<file path="src/rtl/tdg_pkg.sv">
package tdg_pkg;
   typedef enum logic [1:0] {
      ST_IDLE  = 2'd0,
      ST_DELAY = 2'd1,
      ST_GATE  = 2'd2
   } tdg_state_e;
endpackage

</file>
<file path="src/rtl/tdg_sync.sv">
module tdg_sync #(
   parameter int STAGES = 2
) (
   input  logic clk,
   input  logic rst,
   input  logic d,
   output logic q
);
   generate
      if (STAGES < 2) begin : g_bad_stages
         $error("tdg_sync: STAGES must be at least 2");
      end
   endgenerate

   logic [STAGES-1:0] shreg;

   always_ff @(posedge clk) begin
      if (rst) shreg <= '0;
      else     shreg <= {shreg[STAGES-2:0], d};
   end

   assign q = shreg[STAGES-1];
endmodule

</file>
<file path="src/rtl/tdg_rise.sv">
module tdg_rise (
   input  logic clk,
   input  logic rst,
   input  logic level,
   output logic rise
);
   logic level_d;

   always_ff @(posedge clk) begin
      if (rst) level_d <= 1'b0;
      else     level_d <= level;
   end

   assign rise = level & ~level_d;
endmodule

</file>
<file path="src/rtl/tdg_timer.sv">
module tdg_timer #(
   parameter int CNT_W = 16
) (
   input  logic             clk,
   input  logic             rst,
   input  logic             load,
   input  logic [CNT_W-1:0] load_val,
   output logic [CNT_W-1:0] cnt,
   output logic             zero
);
   always_ff @(posedge clk) begin
      if (rst)            cnt <= '0;
      else if (load)      cnt <= load_val;
      else if (cnt != '0) cnt <= cnt - 1'b1;
   end

   assign zero = (cnt == '0);
endmodule

</file>
<file path="src/rtl/trig_delay_gen.sv">
module trig_delay_gen
   import tdg_pkg::*;
#(
   parameter int CNT_W       = 16,
   parameter int SYNC_STAGES = 2
) (
   input  logic             clk,
   input  logic             rst,
   input  logic             gate_in,
   input  logic [CNT_W-1:0] delay_cnt,
   input  logic [CNT_W-1:0] width_cnt,
   output logic             pulse_out,
   output logic             busy
);
   generate
      if (CNT_W < 1 || CNT_W > 32) begin : g_bad_width
         $error("trig_delay_gen: CNT_W must lie in 1..32");
      end
   endgenerate

   logic             gate_s;
   logic             rise;
   logic             tmr_load;
   logic [CNT_W-1:0] tmr_val;
   logic [CNT_W-1:0] tmr_cnt;
   logic             tmr_zero;
   logic [CNT_W-1:0] width_q;
   tdg_state_e       state_q;
   tdg_state_e       state_d;

   tdg_sync #(.STAGES(SYNC_STAGES)) u_sync (
      .clk (clk), .rst (rst), .d (gate_in), .q (gate_s)
   );

   tdg_rise u_rise (
      .clk (clk), .rst (rst), .level (gate_s), .rise (rise)
   );

   tdg_timer #(.CNT_W(CNT_W)) u_timer (
      .clk (clk), .rst (rst), .load (tmr_load), .load_val (tmr_val),
      .cnt (tmr_cnt), .zero (tmr_zero)
   );

   always_comb begin
      state_d  = state_q;
      tmr_load = 1'b0;
      tmr_val  = delay_cnt;
      unique case (state_q)
         ST_IDLE: begin
            if (rise) begin
               state_d  = ST_DELAY;
               tmr_load = 1'b1;
               tmr_val  = delay_cnt;
            end
         end
         ST_DELAY: begin
            if (tmr_zero) begin
               state_d  = ST_GATE;
               tmr_load = 1'b1;
               tmr_val  = width_q;
            end
         end
         ST_GATE: begin
            if (tmr_zero) state_d = ST_IDLE;
         end
         default: state_d = ST_IDLE;
      endcase
   end

   always_ff @(posedge clk) begin
      if (rst) begin
         state_q <= ST_IDLE;
         width_q <= '0;
      end else begin
         state_q <= state_d;
         if (state_q == ST_IDLE && rise) width_q <= width_cnt;
      end
   end

   assign busy      = (state_q != ST_IDLE);
   assign pulse_out = (state_q == ST_GATE);
endmodule

</file>
<file path="config.mk">
export PLATFORM = sky130hd
export DESIGN_NAME = trig_delay_gen
export DESIGN_NICKNAME = d
export VERILOG_FILES = /design/src/rtl/tdg_pkg.sv /design/src/rtl/tdg_sync.sv /design/src/rtl/tdg_rise.sv /design/src/rtl/tdg_timer.sv /design/src/rtl/trig_delay_gen.sv
export SDC_FILE = /design/constraint.sdc
export NUM_CORES = 1
export LEC_CHECK = 0
export CAP_MARGIN = 5
export CORE_ASPECT_RATIO = 1.25
export CORE_MARGIN = 4
export CORE_UTILIZATION = 50
export DETAILED_ROUTE_END_ITERATION = 10
export GPL_TIMING_DRIVEN = 0
export PLACE_DENSITY_LB_ADDON = 0.12
export RECOVER_POWER = 25
export SLEW_MARGIN = 40
export SYNTH_ARGS = -nofsm -noshare
export SYNTH_HDL_FRONTEND = slang
export SYNTH_SLANG_ARGS = --single-unit
</file>
<file path="constraint.sdc">
create_clock -name clk -period 2.75 [get_ports clk]
set_clock_uncertainty 0.1 [all_clocks]
set_input_delay 0.6875 -clock clk [delete_from_list [all_inputs] [get_ports clk]]
set_output_delay 0.6875 -clock clk [all_outputs]
set_load 0.01 [all_outputs]
</file>
[After elaboration in Yosys (flattened, before gate mapping)]
Index checks and enable logic that the tools add are counted.
Storage, ports and cells
  bits in registers: 37
  output and inout port bits: 2
Cells by class
  bitwise operators: 2
  equality and inequality tests: 5
  $add $sub $neg: 1
  muxes and demuxes: 11
  reductions and logical operators: 7
Operators by type and width (number)
  $mux W16: 4
  $logic_not A16 Y1: 1
  $reduce_bool A16 Y1: 1
  $sub A16 B1 Y16 const B: 1
  $mux W2: 3
  $pmux W2 S3: 1
  $ne A2 B2 Y1 const B: 2
  $reduce_bool A2 Y1: 2
  $reduce_and A3 Y1: 1
  $eq A2 B1 Y1 const B: 1
  $eq A2 B2 Y1 const B: 1
  $logic_not A2 Y1: 1
  $mux W1: 2
  $ne A2 B1 Y1 const B: 1
  $pmux W1 S2: 1
  $and A1 B1 Y1: 1
  $logic_and A1 B1 Y1: 1
  $not A1 Y1: 1

[Longest topological paths before layout]
  word-level depth: 5
  gate-level depth with buffers: 8
  depth with buffers taken out: 7

[Hierarchy]
From an unflattened synthesis, not the netlist that was laid out.
Second synthesis, totals
  cell total of the unflattened synthesis: 222
  area, all modules: 2129.5 um^2
By module, submodules not included
  trig_delay_gen: times used 1, area an instance 1064.8 um^2, cells each 99, seq. area each 360.3 um^2
  tdg_timer: times used 1, area an instance 964.7 um^2, cells each 116, seq. area each 320.3 um^2
  tdg_sync: times used 1, area an instance 52.6 um^2, cells each 4, seq. area each 40.0 um^2
  tdg_rise: times used 1, area an instance 47.5 um^2, cells each 3, seq. area each 20.0 um^2

[Worst setup path after synthesis]
No wires, ideal clock.
  path type: register to register
  start: reg u_timer.cnt[10]
  end: reg u_timer.cnt[1]
  stages on the path, launching flop included: 7
  data required time: 2.571 ns
  buffers on the path: 1
  clock period less this slack: 1.960 ns
  data arrival time: 1.781 ns
  slack: 0.790 ns
  path through: dfxtp_1 -> or4_4 -> nor4_4 -> and3_4 -> buf_6 -> nand2_1 -> a211oi_2
On the way
  word-level cells in the longest chain between the ends: 4
RTL lines
  from (decl): RTL line tdg_timer.sv:8  | output logic [CNT_W-1:0] cnt,
  from (signal assigned): RTL line tdg_timer.sv:13  | else if (load) cnt <= load_val;
  from (signal assigned): RTL line tdg_timer.sv:14  | else if (cnt != '0) cnt <= cnt - 1'b1;
  $logic_not A16 Y1: RTL line tdg_timer.sv:17  | assign zero = (cnt == '0);
  $mux W1 or $mux W16 (tied branches): RTL line trig_delay_gen.sv:57  | if (tmr_zero) begin
  $pmux W1 S2 or $mux W16 (tied branches)
  $mux W16 or $reduce_bool A2 Y1 (tied branches)
Parallel ways exist; a longest one is shown, timed or not.
A chain may end at the register's enable or synchronous reset.

[Worst setup path in the final report]
  start: reg state_q[0]
  end: out busy
On the way
  word-level cells in the longest chain between the ends: 1
RTL lines
  from (decl): RTL line trig_delay_gen.sv:28  | tdg_state_e state_q;
  from (signal assigned): RTL line trig_delay_gen.sv:75  | state_q <= state_d;
  $reduce_bool A2 Y1: RTL line trig_delay_gen.sv:80  | assign busy = (state_q != ST_IDLE);
  to (decl): RTL line trig_delay_gen.sv:13  | output logic busy
No other way between the ends.

==> results.json <==
{
  "yosysWarnings": 0,
  "place_area_um2": 2220,
  "end_kind": "output pin",
  "drt_pass1_iterations": 4,
  "final_common_cell": "nand2_1",
  "outcome": "finished, final reports clean",
  "pre_cts_ws_ns": 0.578,
  "first_global_vias": 1603,
  "gp_congestion": 0.810,
  "post_cts_buffers": 0,
  "syn_area_um2": 1820,
  "diodes": 0,
  "critical_path.cell_chain": "or2_2 > clkdlybuf4s50_1",
  "htreeDepth": 2,
  "setup-violations-final": 0,
  "layout.cells.non_filler": 305,
  "drc": 0,
  "max_cap_viol_count": 0,
  "worst_setup_path_start_kind": "flip-flop",
  "pwr-share-seq_pct": 34.0,
  "hold_violations": 0,
  "hpwl_mm": 3.27,
  "placedCellCount": 297,
  "die_y_um": 75.5,
  "seq_area_um2": 741,
  "critPathRequiredTime_ns": 1.96,
  "postCtsHoldBufs": 0,
  "tightest_slew_ns": 0.583,
  "cts-resized-gates": 0,
  "fin_area_um2": 2360,
  "cts_root_buf": "clkbuf_8",
  "synth_edf_count": 0,
  "totalWireLength_mm": 4.26,
  "ys.flop_type": "dfxtp_1",
  "design.final.nets": 302,
  "p_per_area_nw_per_um2": 1010,
  "arrival_ns": 1.43,
  "fill_cells": 320,
  "yosysSeqAreaShare_pct": 40.6,
  "drive_gt1_share_pct": 8.65,
  "clk_pin_slew_worst_paths_ns": 0.07,
  "routed_via_density": 5.48,
  "ctsLongestPathBuffers": 2,
  "crit_path_max_incr_delay_ns": 0.49,
  "cts_tree": "done",
  "ys_types": 41,
  "power.share.clock_pct": 23.5,
  "p_comb_share_pct": 42.4,
  "die_w_um": 62.0,
  "slew_viol_final": 0,
  "overflow": 0,
  "ant_nets": 0,
  "port_buffers": 35,
  "ys_ff_latch": 37,
  "grt_first_pass_wirelength_mm": 7.02,
  "cts_sinks": 37,
  "wl_per_cell_um": 14.0,
  "clkLatencyLatePin_ns": 0.30,
  "hp-class": "flip-flop to flip-flop",
  "antenna_found_initial": 0,
  "slew_headroom_pct": 60.8,
  "p_leak_nw": 0.878,
  "layout_setup_ws_ns": 0.535,
  "multi_input_area_um2": 1020,
  "coreArea_um2": 3510,
  "path_max_fanout": 4,
  "power.switching_mw": 0.853,
  "whs_ns": 0.346,
  "peakVddDrop_v": 0.000775,
  "postSynth.asyncResetShare_pct": 0,
  "min_period_ns": 2.21,
  "syn_nets": 260,
  "switching_share_pct": 35.9,
  "fp-row-count": 24,
  "fin_setup_tns_ns": 0,
  "finalCritPeriodShare_pct": 80.5,
  "initial_core_util_pct": 51.9,
  "drtIter0Drc": 69,
  "fmax_ghz": 0.452,
  "grt_max_degree": 13,
  "io_pins": 37,
  "p_int_mw": 1.53,
  "postSynthAreaPerCell_um2": 8.18,
  "grt_usage_pct": 20.1,
  "dr_total_vias": 1671,
  "cp_slowest_cell": "clkdlybuf4s50_1",
  "cts_buffers": 5,
  "synthCells": 223,
  "layout_common_cells": "48 x nand2_1, 37 x dfxtp_1, 35 x clkdlybuf4s50_1",
  "crit_type": "flip-flop to output pin",
  "dieArea_um2": 4680,
  "area_delta_synth_final_pct": 29.2,
  "rsz0062_at_grt": "no"
}
final cells by class:
cell class	count	area share, %
clock inverters	3	2.76
repair buffers	35	14.9
plain buffers	12	2.39
well taps	39	2.07
multi-input cells	172	43.3
flip-flops and latches	37	31.4
inverters	2	0.318
clock buffers	5	2.92
path summary, 6_finish.rpt:
path / startpoint / end / slack, ns / depth (start not counted)
worst max-delay path: state_q[0]$_SDFFE_PP0P_ / busy / 0.54 / 2
worst min-delay path: u_sync.shreg[0]$_SDFF_PP0_ / u_sync.shreg[1]$_SDFF_PP0_ / 0.35 / 1
worst max register to register: u_timer.cnt[2]$_SDFFE_PP0P_ / u_timer.cnt[12]$_SDFFE_PP0P_ / 0.54 / 5
worst min register to register: u_sync.shreg[0]$_SDFF_PP0_ / u_sync.shreg[1]$_SDFF_PP0_ / 0.35 / 1
state kept, by name, indices dropped and copies added (netlist names):
register,cells
u_sync.shreg,2
width_q,16
state_q,2
u_rise.level_d,1
u_timer.cnt,16
Yosys cell counts (2+ instances only):
cell | n | area share [%]
a211o_1 | 4 | 1.9
a211oi_2 | 4 | 2.7
a21oi_1 | 25 | 6.9
buf_2 | 3 | 0.82
clkbuf_1 | 8 | 1.6
dfxtp_1 | 37 | 41
ha_1 | 2 | 1.4
inv_1 | 2 | 0.41
nand2_1 | 48 | 9.9
nand2b_1 | 3 | 1.0
nand3_1 | 8 | 2.2
nand3b_1 | 2 | 0.82
nor2_1 | 20 | 4.1
nor2b_1 | 8 | 2.7
nor3_1 | 3 | 0.82
o211ai_1 | 4 | 1.6
o22ai_1 | 3 | 1.0
o32ai_1 | 4 | 1.9
xnor2_1 | 4 | 1.9
xor2_1 | 10 | 4.8
worst max-delay path: cells and delay by family, from the launching register on:
family                 cells  cell delay, ns
flip-flops                 1            0.33
buffers and inverters      1            0.49
AND/OR/NAND/NOR            1            0.32
power groups by stage:
| stage | registers (mW) | clock network [mW] | logic [mW] |
|---|---|---|---|
| global placement | 0.814 | 0 | 0.978 |
| floorplan | 0.786 | 0 | 0.808 |
| detailed placement | 0.819 | 0 | 1.00 |
| CTS | 0.807 | 0.561 | 1.01 |
| global route | 0.829 | 0.583 | 1.13 |
| finish | 0.810 | 0.560 | 1.01 |
per-stage QoR:
step           total power, mW  util [%]
2_1_floorplan             1.59         -
3_3_place_gp              1.79      63.3
3_5_place_dp              1.82      63.3
4_1_cts                   2.37      67.1
5_1_grt                   2.54      67.1
6_report                  2.38      67.1
cells by family after synthesis:
| kind of cell | synth area share (%) |
|---|---|
| adder cells (fa/ha/maj) | 1.37 |
| buffers and inverters | 3.50 |
| XOR/XNOR | 6.72 |
| flip-flops | 40.6 |
| multiplexers | 0.549 |
| AND/OR/NAND/NOR | 29.4 |
| AO/OA/AOI/OAI | 17.8 |
per-layer routing:
metal	up-vias	track usage (%)	wire length, µm
met5	-	0	0
met4	0	6.84	57
met3	6	5.76	177
met2	39	31.9	2050
met1	769	25.9	1970
li1	857	-	-
Power figures use the tool's default switching activity.
